<file path="src/rtl/vid_split_pkg.sv">
package vid_split_pkg;
  typedef enum logic [1:0] {
    ST_IDLE   = 2'd0,
    ST_LOW    = 2'd1,
    ST_HIGH   = 2'd2,
    ST_SETTLE = 2'd3
  } vidState_e;

  typedef struct packed {
    logic latchLow;   // capture code, present low half
    logic driveHigh;  // present high half
    logic setReady;   // settling done
  } vidStrobe_t;
endpackage

</file>
<file path="src/rtl/vid_split_ctrl.sv">
module vid_split_ctrl
  import vid_split_pkg::*;
#(
  parameter int HOLD_CYCLES   = 4000,
  parameter int SETTLE_CYCLES = 500000
) (
  input  logic       clk,
  input  logic       rst,
  input  logic       start,
  output vidStrobe_t strb,
  output logic       busy
);
  localparam int MAX_CNT = (HOLD_CYCLES > SETTLE_CYCLES) ? HOLD_CYCLES : SETTLE_CYCLES;
  localparam int CNT_W   = $clog2(MAX_CNT + 1);
  localparam logic [CNT_W-1:0] HOLD_LAST   = CNT_W'(HOLD_CYCLES - 1);
  localparam logic [CNT_W-1:0] SETTLE_LAST = CNT_W'(SETTLE_CYCLES - 1);

  vidState_e       state;
  logic [CNT_W-1:0] cnt;
  logic            holdDone;
  logic            settleDone;

  assign holdDone   = (cnt == HOLD_LAST);
  assign settleDone = (cnt == SETTLE_LAST);

  always_comb begin
    strb.latchLow  = (state == ST_IDLE) && start;
    strb.driveHigh = (state == ST_LOW) && holdDone;
    strb.setReady  = (state == ST_SETTLE) && settleDone;
  end

  assign busy = (state != ST_IDLE);

  always_ff @(posedge clk) begin
    if (rst) begin
      state <= ST_IDLE;
      cnt   <= '0;
    end else begin
      case (state)
        ST_IDLE: begin
          cnt <= '0;
          if (start) state <= ST_LOW;
        end
        ST_LOW: begin
          if (holdDone) begin
            state <= ST_HIGH;
            cnt   <= '0;
          end else begin
            cnt <= cnt + 1'b1;
          end
        end
        ST_HIGH: begin
          if (holdDone) begin
            state <= ST_SETTLE;
            cnt   <= '0;
          end else begin
            cnt <= cnt + 1'b1;
          end
        end
        default: begin
          if (settleDone) begin
            state <= ST_IDLE;
            cnt   <= '0;
          end else begin
            cnt <= cnt + 1'b1;
          end
        end
      endcase
    end
  end

  // high phase is entered only from the low phase
  p_high_after_low_r4: assert property (@(posedge clk) disable iff (rst)
    (state == ST_HIGH) |-> ($past(state) == ST_HIGH || $past(state) == ST_LOW));

  // settling follows the high phase
  p_settle_after_high_r5: assert property (@(posedge clk) disable iff (rst)
    (state == ST_SETTLE) |-> ($past(state) == ST_SETTLE || $past(state) == ST_HIGH));

  // hold counter stays inside the hold window
  p_hold_bound_r3: assert property (@(posedge clk) disable iff (rst)
    (state == ST_LOW || state == ST_HIGH) |-> (cnt <= HOLD_LAST));

  // a start during the low phase does not restart the count
  p_no_restart_r6: assert property (@(posedge clk) disable iff (rst)
    ($past(state) == ST_LOW && state == ST_LOW && !$past(rst)) |-> (cnt == $past(cnt) + 1'b1));
endmodule

</file>
<file path="src/rtl/vid_split_dp.sv">
module vid_split_dp
  import vid_split_pkg::*;
#(
  parameter int HALF_W = 3
) (
  input  logic                clk,
  input  logic                rst,
  input  vidStrobe_t          strb,
  input  logic [2*HALF_W-1:0] code,
  output logic [HALF_W-1:0]   dataPins,
  output logic                selPin,
  output logic                ready
);
  logic [HALF_W-1:0] hiHalf;

  always_ff @(posedge clk) begin
    if (rst) begin
      hiHalf   <= '0;
      dataPins <= '0;
      selPin   <= 1'b0;
      ready    <= 1'b0;
    end else begin
      if (strb.latchLow) begin
        hiHalf   <= code[2*HALF_W-1:HALF_W];
        dataPins <= code[HALF_W-1:0];
        selPin   <= 1'b0;
        ready    <= 1'b0;
      end else if (strb.driveHigh) begin
        dataPins <= hiHalf;
        selPin   <= 1'b1;
      end
      if (strb.setReady) ready <= 1'b1;
    end
  end

  // pins move only on a capture or half-switch strobe
  p_pins_steady_r9: assert property (@(posedge clk) disable iff (rst)
    (!$past(rst) && !$past(strb.latchLow) && !$past(strb.driveHigh))
      |-> ($stable(dataPins) && $stable(selPin)));

  // select rises only on the half-switch strobe
  p_sel_rise_r3: assert property (@(posedge clk) disable iff (rst)
    $rose(selPin) |-> $past(strb.driveHigh));
endmodule

</file>
<file path="src/rtl/vid_split_tx.sv">
module vid_split_tx
  import vid_split_pkg::*;
#(
  parameter int HALF_W        = 3,
  parameter int CLK_KHZ       = 50000,
  parameter int HOLD_CYCLES   = 4000,
  parameter int SETTLE_CYCLES = 500000
) (
  input  logic                clk,
  input  logic                rst,
  input  logic                start,
  input  logic [2*HALF_W-1:0] vidCode,
  output logic [HALF_W:0]     vidPins,
  output logic                busy,
  output logic                ready
);
  localparam int HOLD_MIN = (CLK_KHZ * 7 + 99) / 100;
  localparam int HOLD_MAX = 172020;

  // hold window check at elaboration
  if (HOLD_CYCLES < HOLD_MIN || HOLD_CYCLES > HOLD_MAX) begin : g_holdBad
    $error("vid_split_tx: HOLD_CYCLES outside permitted window");
  end

  vidStrobe_t        strb;
  logic [HALF_W-1:0] dataPins;
  logic              selPin;

  vid_split_ctrl #(
    .HOLD_CYCLES  (HOLD_CYCLES),
    .SETTLE_CYCLES(SETTLE_CYCLES)
  ) u_ctrl (
    .clk  (clk),
    .rst  (rst),
    .start(start),
    .strb (strb),
    .busy (busy)
  );

  vid_split_dp #(
    .HALF_W(HALF_W)
  ) u_dp (
    .clk     (clk),
    .rst     (rst),
    .strb    (strb),
    .code    (vidCode),
    .dataPins(dataPins),
    .selPin  (selPin),
    .ready   (ready)
  );

  assign vidPins = {selPin, dataPins};

  // ready and busy never overlap
  p_ready_idle_r5: assert property (@(posedge clk) disable iff (rst)
    ready |-> !busy);

  // once settled, pins and ready hold until a start arrives
  p_settled_hold_r7: assert property (@(posedge clk) disable iff (rst)
    (ready && !start) |=> (ready && $stable(vidPins)));
endmodule

</file>
<file path="config.mk">
export PLATFORM = sky130hd
export DESIGN_NAME = vid_split_tx
export DESIGN_NICKNAME = d
export VERILOG_FILES = /design/src/rtl/vid_split_pkg.sv /design/src/rtl/vid_split_ctrl.sv /design/src/rtl/vid_split_dp.sv /design/src/rtl/vid_split_tx.sv
export SDC_FILE = /design/constraint.sdc
export NUM_CORES = 1
export LEC_CHECK = 0
export BUFFER_PORTS_ARGS = -buffer_cell sky130_fd_sc_hd__buf_4
export CORE_ASPECT_RATIO = 0.8
export CORE_MARGIN = 2
export CORE_UTILIZATION = 25
export CTS_BUF_LIST = sky130_fd_sc_hd__clkbuf_8
export CTS_CLUSTER_DIAMETER = 30
export CTS_CLUSTER_SIZE = 12
export DETAILED_ROUTE_END_ITERATION = 10
export MAX_ROUTING_LAYER = met4
export PLACE_DENSITY = 0.39
export SETUP_SLACK_MARGIN = 0.5
export SLEW_MARGIN = 25
export SYNTH_ARGS = -nofsm -noshare
export SYNTH_HDL_FRONTEND = slang
export SYNTH_SLANG_ARGS = --single-unit
</file>
<file path="constraint.sdc">
create_clock -name clk -period 5 [get_ports clk]
set_clock_uncertainty 0.2 [all_clocks]
set_input_delay 0.75 -clock clk [delete_from_list [all_inputs] [get_ports clk]]
set_output_delay 0.75 -clock clk [all_outputs]
set_load 0.01 [all_outputs]
</file>
# After elaboration in Yosys (flattened, before gate mapping)
# Index checks and enable logic that the tools add are counted.
[totals] memories=0 mem_bits_ro=0 regBits=29 latchBits=0 word_cells=38 input_bits=9 out_inout_bits=6 ram_bits=0
[classes] mux=12 mul=0 n_reduce_logical=11 bitwise=0 n_addsub=1 shift=0 n_eq_ne=8 div_mod_pow=0 n_lt_le_gt_ge=0
[op_table] op="$mux 19" count=2
[op_table] op="$pmux 19 s2" count=1
[op_table] op="$add 19x1->19 const B" count=1
[op_table] op="$eq 19x12->1 const B" count=1
[op_table] op="$eq 19x19->1 const B" count=1
[op_table] op="$mux 2" count=4
[op_table] op="$mux 3" count=2
[op_table] op="$pmux 2 s3" count=1
[op_table] op="$reduce_bool 2->1" count=3
[op_table] op="$eq 2x2->1 const B" count=2
[op_table] op="$ne 2x1->1 const B" count=2
[op_table] op="$reduce_and 4->1" count=1
[op_table] op="$reduce_bool 4->1" count=1
[op_table] op="$reduce_or 2->1" count=2
[op_table] op="$logic_and 1x1->1" count=3
[op_table] op="$eq 2x1->1 const B" count=1
[op_table] op="$logic_not 2->1" count=1
[op_table] op="$mux 1" count=2
[op_table] op="$ne 2x2->1 const B" count=1

# Depth between registers and ports, before layout
# Gate-level depths: netlist (run 1).
[depth] word_depth=4 depth_mapped=8 depth_no_buf=7

# Cells and area by module
# From an unflattened synthesis (run 1), not the netlist that was laid out.
[hier_totals] cells_unflattened=155 area_unflattened_um2=1418.9
[by_module_without_submodules] mod="vid_split_ctrl" n_inst=1 area_each_um2=1102.3 cells_per_inst=123 seq_area_each_um2=420.4
[by_module_without_submodules] mod="vid_split_dp" n_inst=1 area_each_um2=309.0 cells_per_inst=31 seq_area_each_um2=160.2
[by_module_without_submodules] mod="vid_split_tx" n_inst=1 area_each_um2=7.5 cells_per_inst=1 seq_area_each_um2=0.0

# Worst setup path before layout (run 1)
# OpenSTA, ideal clock, no wires.
[synth_timing] kind="reg-to-reg" startpoint="reg u_ctrl.cnt[0]" endpoint="reg u_dp.dataPins[0]" setup_time_ns=0.086 synth_period_minus_slack_ns=2.111 slack_ns=2.889 arrival_time_ns=1.826 required_time_ns=4.714 path_buffers=1 stages_incl_launch_ff=8 path_cell_list="dfxtp_1 > ha_1 > and4_1 > nand2_1 > or4_4 > buf_6 > mux2i_1 > a211oi_1"
[synth_via] elab_chain_len=3
[synth_rtl] item="start, declared" line="vid_split_ctrl.sv:19" source="logic [CNT_W-1:0] cnt;"
[synth_rtl] item="start signal, assigned" line="vid_split_ctrl.sv:49" source="cnt <= cnt + 1'b1;"
[synth_rtl] item="start signal, assigned" line="vid_split_ctrl.sv:57" source="cnt <= cnt + 1'b1;"
[synth_rtl] item="start signal, assigned" line="vid_split_ctrl.sv:65" source="cnt <= cnt + 1'b1;"
[synth_rtl] item="$eq 19x12->1" line="vid_split_ctrl.sv:23" source="assign holdDone = (cnt == HOLD_LAST);"
[synth_rtl] item="$logic_and 1x1->1" line="vid_split_ctrl.sv:28" source="strb.driveHigh = (state == ST_LOW) && holdDone;"
[synth_rtl] item="$reduce_bool 2->1 (no source line)"
[synth_rtl] item="end signal, assigned" line="vid_split_dp.sv:25" source="dataPins <= code[HALF_W-1:0];"
[synth_rtl] item="end signal, assigned" line="vid_split_dp.sv:29" source="dataPins <= hiHalf;"
[synth_rtl] item="end, declared" line="vid_split_dp.sv:10" source="output logic [HALF_W-1:0] dataPins,"
# No other way between the ends.
# A chain may end at the register's enable or synchronous reset.

# Worst setup path after layout (run 1)
[layout_timing] startpoint="reg u_ctrl.cnt[0]" endpoint="reg u_ctrl.cnt[10]"
[layout_via] elab_chain_len=3 elab_cells_between_ends=6 classes_between="1 x add/sub; 2 x eq/ne; 3 x mux"
[layout_rtl] item="$add 19x1->19, or another cell as far along" line="vid_split_ctrl.sv:49, vid_split_ctrl.sv:57, vid_split_ctrl.sv:65"
[layout_rtl] item="$mux 19, on equally long branches" line="vid_split_ctrl.sv:61, vid_split_ctrl.sv:45, vid_split_ctrl.sv:53"
[layout_rtl] item="$pmux 19 s2 (*)" line="vid_split_ctrl.sv:39" source="case (state)"
# Every way passes the cells marked *; elsewhere a longest branch is shown, timed or not.

==> results of run 1 <==
-- sequential cells by signal, summed over array words and instances (netlist names) --
signal / count
u_dp.hiHalf: 3
u_dp.selPin: 1
u_dp.ready: 1
u_dp.dataPins: 3
u_ctrl.state: 2
u_ctrl.cnt: 19
-- worst reg2reg max path, cell delays in order, from the launching register on --
cell and delay [ns]:
dfxtp_1 0.35, ha_1 0.23, and4_1 0.25, nand2_1 0.13, o311ai_0 0.36, a21o_1 0.56
nor2_1 0.11
-- per-layer routing --
| metal | track usage | wire [µm] | part of all wire |
|---|---|---|---|
| met1 | 0.155 | 1620 | 0.56 |
| met4 | 0.0308 | 13 | 0.0045 |
| met2 | 0.139 | 1150 | 0.40 |
| met5 | - | 0 | 0 |
| met3 | 0.0390 | 104 | 0.036 |
-- through the flow --
| step | hold WS, ns | std cells |
|---|---|---|
| 3_3_place_gp | 0.235 | 228 |
| 2_1_floorplan | 0.217 | 156 |
| 3_5_place_dp | 0.246 | 228 |
| 5_1_grt | 0.282 | 236 |
| 4_1_cts | 0.259 | 236 |
| 6_report | 0.254 | 236 |
-- logic make-up (layout without fill, tap and decap cells) --
| logic type | Yosys count | count (layout) | share of synthesized area |
|---|---|---|---|
| flip-flops | 29 | 29 | 0.420 |
| buffers and inverters | 14 | 29 | 0.0516 |
| XOR/XNOR | 17 | 17 | 0.108 |
| AND/OR/NAND/NOR | 70 | 70 | 0.250 |
| adder cells (fa/ha/maj) | 6 | 6 | 0.0543 |
| AO/OA/AOI/OAI | 16 | 16 | 0.0870 |
| multiplexers | 4 | 4 | 0.0290 |
-- final cells by class --
type | count | area, µm² | share of cell area
Tap cell | 65 | 81.3 | 0.0495
Sequential cell | 29 | 581 | 0.353
Multi-Input combinational cell | 113 | 729 | 0.444
Clock inverter | 2 | 37.5 | 0.0228
Clock buffer | 6 | 82.6 | 0.0503
Inverter | 7 | 26.3 | 0.0160
Timing Repair Buffer | 14 | 105 | 0.0640
-- power breakdown --
| part | internal (µW) | leakage (µW) | total (µW) | switching, µW |
|---|---|---|---|---|
| sequential | 254 | 0.000235 | 271 | 17.5 |
| clock | 162 | 0.0000574 | 253 | 90.8 |
| combinational | 70.3 | 0.000313 | 174 | 103 |
-- synth_stat cells, types with 3 or more instances --
master	count
dfxtp_1	29
nor2_1	27
nand3_1	11
xor2_1	11
nand2_1	10
inv_1	7
ha_1	6
xnor2_1	6
nand4_1	5
mux2i_1	4
nor3_1	4
a211oi_1	3
a21oi_1	3
buf_4	3
clkbuf_1	3
o31ai_1	3
-- path summary, 6_finish.rpt --
check                         to  cells after the start  slack [ns]     startpoint
hold reg to reg    u_ctrl.cnt[0]                      1        0.25  u_ctrl.cnt[0]
setup reg to reg  u_ctrl.cnt[10]                      6        2.65  u_ctrl.cnt[0]
hold / removal     u_ctrl.cnt[0]                      1        0.25  u_ctrl.cnt[0]
setup / recovery  u_ctrl.cnt[10]                      6        2.65  u_ctrl.cnt[0]
==> qor.yml, run 1 <==
yosys:
  synthArstFlopShare: 0
  ys_ff_latch: 29
  netlist_area_um2: 1380
  ys_top_cells_by_area: "dfxtp_1 (42%), nor2_1 (7.3%), xor2_1 (7.0%)"
  ys_seq_area_frac: 0.420
  synth_edf_count: 0
  syn_area_per_cell_um2: 8.85
  yosys_warnings: 0
  synth_nets: 171
  yosysTopAreaCellShare: 0.420
  synth.distinct_cells: 33
  synth_top_area_cell: "dfxtp_1"
  synth_ff_type: "dfxtp_1"
  synthCells: 156
clocking:
  cts_resized: 0
  cts_sinks: 29
  cts_tree: "yes"
  path_clk_slew_ns: 0.07
  cts_hold_buf: 0
  cts-root-buf: "clkbuf_8"
  numCtsBuffers: 5
  post_cts_buffers: 0
  cts_buffer_depth: 2
  htree_levels: 2
  insertion_delay_ns: 0.28
die:
  initial_core_util: 0.256
  rows: 24
  core_area_um2: 5410
  die_w_um: 87.1
  die_h_um: 70.5
  dieArea_um2: 6140
  ioPinCount: 15
sta:
  worst_pin_slew_ns: 0.769
  setup_slack_ns: 2.65
  finalMaxSlewViolations: 0
  rsz0062_at_grt: "no"
  finalHoldViolations: 0
  finalSetupViolCount: 0
  period_share: 0.470
  period_needed_ns: 2.35
  slew_headroom: 0.482
  tns_ns: 0
  fmax_ghz: 0.426
final_layout:
  area_growth_pct: 18.9
  fillers: 592
  drive_above_1_share: 0.146
  final_area_um2: 1640
  antenna_cells: 0
  nets: 185
  final_util: 0.304
  layout_common_cells: "dfxtp_1 (29), nor2_1 (27), buf_4 (14), nand3_1 (11), xor2_1 (11)"
  final_common_cell: "dfxtp_1"
routing:
  drcViolationCount: 0
  drt_pass1_iterations: 4
  wl_per_cell_um: 12.2
  via_per_inst: 4.56
  vias: 1076
  initialDrtViolationCount: 73
  finalWirelength_mm: 2.88
  antenna_left: 0
power_and_ir_drop:
  worst_ir_drop_vdd_v: 0.000136
  power_leakage_uw: 0.000606
  p_total_uw: 697
  power.density_nw_per_um2: 425
setup_path:
  cp_top_family: "compound AO/OA/AOI/OAI gates"
  required_ns: 4.94
  crit_type: "flip-flop to flip-flop"
  critPathLaunchType: "flip-flop"
  cp_slowest_stage_delay_ns: 0.56
  crit_arrival_ns: 2.28
  path_buf_inv: 0
  crit_path_max_fanout: 19
  crit_chain: "ha_1 -> and4_1 -> nand2_1 -> o311ai_0 -> a21o_1 -> nor2_1"
  end_kind: "flip-flop"
  slowest_stage: "a21o_1"
place:
  dp_hpwl_mm: 2.11
  post-place-ws_ns: 2.63
  dpl_cell_area_um2: 1520
  place.gp.congestion: 0.729
  io_buffer_count: 14
job:
  maxCapViolCount: 0
min_path:
  hold_path_class: "flip-flop to flip-flop"
global_route:
  grt_pass1_vias: 1053
  grt_use_total: 0.108
  grt_overflow: 0
  antenna_found_initial: 0
  grt_pass1_wl_mm: 4.98
  grt_max_degree: 20
status:
  status: "completed"
Power figures use the tool's default switching activity.
==> run 2, diff against run 1 <==
Settings changed: ABC_AREA from default to 1, PLACE_DENSITY 0.39 to 0.4.
Clock period 5 ns to 2.15 ns, I/O delays scaled along.
==> run 2 against run 1 <==
Net effect: via count increased by 26%; global-route usage increased by 1.1 points; non-clock buffer count increased by 11; clock power increased to 2.7 times the previous value; sequential share of layout area decreased by 6.6 points; wire length increased by 27%; combinational power increased to 3.4 times the previous value; largest power group is now clock; synthesized cell count increased by 37%.
==> qor.yml, run 2 <==
sta:
  fmax_ghz: 0.596
  period_needed_ns: 1.68
  tns_ns: 0
  whs_ns: 0.0574
  period_share: 0.781
  finalSetupViolCount: 0
  finalHoldViolations: 0
  worst_pin_slew_ns: 0.299
  finalMaxSlewViolations: 0
  slew_headroom: 0.800
  rsz0062_at_grt: "yes"
final_layout:
  nets: 259
  fillers: 634
  drive_above_1_share: 0.298
  multi_input_area_um2: 947
  largest_register_ffs: 19
  top_regs: "u_ctrl.cnt x19, u_dp.dataPins x3, u_dp.hiHalf x3"
  area_growth_pct: 38.1
  layout_common_cells: "nor2_1 (43), nand2_1 (34), inv_1 (23), buf_4 (23), dfxtp_1 (20)"
  regArea_um2: 597
  largest-register: "u_ctrl.cnt"
  final_common_cell: "nor2_1"
  stdcell_count: 326
  antenna_cells: 0
die:
  dieArea_um2: 6650
  rows: 25
  ioPinCount: 15
  initial_core_util: 0.257
  core_area_um2: 5850
  die_w_um: 90.7
  die_h_um: 73.3
clocking:
  cts_sinks: 29
  insertion_delay_ns: 0.28
  cts_tree: "yes"
  cts_buffer_depth: 2
  numCtsBuffers: 5
  htree_levels: 2
  cts-root-buf: "clkbuf_8"
  path_clk_slew_ns: 0.07
routing:
  vias: 1360
  wl_per_cell_um: 11.2
  antenna_left: 0
  drcViolationCount: 0
  via_per_inst: 4.17
  finalWirelength_mm: 3.66
  initialDrtViolationCount: 52
  drt_pass1_iterations: 4
setup_path:
  crit_arrival_ns: 1.66
  r2r_cells: 9
  worstReg2RegEnd: "u_ctrl.cnt[12]"
  crit_path_max_fanout: 8
  crit_type: "flip-flop to flip-flop"
  crit_chain: "ha_4 -> nand3_4 -> inv_4 -> nand4_1 -> nor2_2 -> a21oi_4 -> buf_6 -> nand2_8 -> nor2_1"
  required_ns: 2.13
  slowest_stage: "dfxtp_4"
  cp_slowest_stage_delay_ns: 0.37
  end_kind: "flip-flop"
  critPathLaunchType: "flip-flop"
  reg2reg_setup_slack_ns: 0.47
  r2r-start: "u_ctrl.cnt[0]"
yosys:
  yosys_warnings: 0
  synth_edf_count: 0
  synthArstFlopShare: 0
  ys_top_cells_by_area: "dfxtp_1 (39%), nor2_1 (13%), nand2_1 (9.2%)"
  synth_top_area_cell: "dfxtp_1"
  ys_ff_latch: 29
  synth_nets: 228
  syn_area_per_cell_um2: 7.05
  synth_ff_type: "dfxtp_1"
  netlist_area_um2: 1500
  synthCells: 213
  synth.distinct_cells: 24
  synth.most_common_cell: "nor2_1"
  ys_seq_area_frac: 0.386
  yosysTopAreaCellShare: 0.386
  synthTopCellsByCount: "nor2_1 (54), nand2_1 (37), dfxtp_1 (29)"
power_and_ir_drop:
  worst_ir_drop_vdd_v: 0.000258
  switching_power_uw: 585
  power_frac_comb: 0.309
  p_int_uw: 1310
  power.density_nw_per_um2: 915
  switching_share: 0.308
  pwr-share-clk: 0.361
  seq_power_share: 0.330
  power_leakage_uw: 0.000824
  p_total_uw: 1900
place:
  io_buffer_count: 14
  place.gp.congestion: 0.770
  dp_hpwl_mm: 2.57
  dp.cells: 306
global_route:
  grt_pass1_vias: 1202
  antenna_found_initial: 0
  grt_pass1_wl_mm: 5.95
  grt_overflow: 0
  grt_max_degree: 11
  grt_use_total: 0.118
min_path:
  hold_path_class: "input port to flip-flop"
  whs_path_depth: 2
  hold_path.startpoint: "rst"
  holdPathEnd: "u_dp.hiHalf[0]"
status:
  status: "completed"
job:
  maxCapViolCount: 0
-- run 2: changes by cell type after synthesis, sizes merged, moves of 4 or more --
cell / before / now
nand2: 10 / 38
nor2: 27 / 55
inv: 7 / 26
nand3: 11 / 20
mux2i: 4 / 0
xnor2: 6 / 2
-- run 2: per-layer routing --
metal / up-vias / GRT usage / share of wire
li1: 731 / - / -
met1: 604 / 0.169 / 0.55
met2: 18 / 0.160 / 0.41
met3: 7 / 0.0338 / 0.031
met4: 0 / 0.0359 / 0.013
met5: - / - / 0
-- run 2: layout make-up --
type	instances	area share
Clock inverter	3	0.0314
Sequential cell	29	0.288
Clock buffer	5	0.0332
Tap cell	81	0.0489
Timing Repair Buffer	25	0.0941
Multi-Input combinational cell	157	0.457
Inverter	26	0.0483
-- run 2: worst max path at each step --
stage                        startpoint             end  slack, ns
after floorplan           u_ctrl.cnt[0]   u_ctrl.cnt[2]       0.50
final                     u_ctrl.cnt[0]  u_ctrl.cnt[12]       0.47
after CTS                 u_ctrl.cnt[0]   u_ctrl.cnt[5]       0.49
after global placement    u_ctrl.cnt[0]  u_ctrl.cnt[11]       0.35
after global routing      u_ctrl.cnt[0]   u_ctrl.cnt[5]       0.39
after detailed placement  u_ctrl.cnt[0]  u_ctrl.cnt[11]       0.33
-- run 2: cells by family (layout without fill, tap and decap cells) --
family | Yosys count | in the layout | share of synthesized area
flops | 29 | 29 | 0.386
simple gates | 126 | 127 | 0.364
xor+xnor | 13 | 13 | 0.0758
fa+ha+maj | 6 | 6 | 0.0500
buf+inv | 28 | 59 | 0.0799
compound gates | 11 | 11 | 0.0441
-- run 2: power by group through the flow --
stage	Sequential (µW)	Combinational [µW]	Clock, µW
after floorplan	635	312	0
after global placement	630	435	0
after detailed placement	633	424	0
after CTS	624	523	707
after global routing	633	654	729
final	626	587	686
-- run 2: per-stage QoR --
step | area [µm²] | setup WS [ns] | utilization
after floorplan | 1520 | 0.501 | -
after global placement | 1700 | 0.352 | 0.291
after detailed placement | 1700 | 0.332 | 0.291
after CTS | 1960 | 0.485 | 0.335
after global routing | 2070 | 0.387 | 0.355
final | 2070 | 0.471 | 0.355
-- run 2: what timing repair did --
action	4_1_cts	5_1_grt
hold buffers	0	0
endpoints found under the setup margin	26	26
pin swaps	5	7
resized for setup	24	20
setup buffers	4	7
gates cloned	1	0
-- run 2: worst max-delay path: cells and delay by family (launching register included) --
kind | cells | cell delay, ns
AO/OA/AOI/OAI | 1 | 0.08
AND/OR/NAND/NOR | 5 | 0.56
flip-flops | 1 | 0.37
buffers and inverters | 2 | 0.22
adder cells (fa/ha/maj) | 1 | 0.15
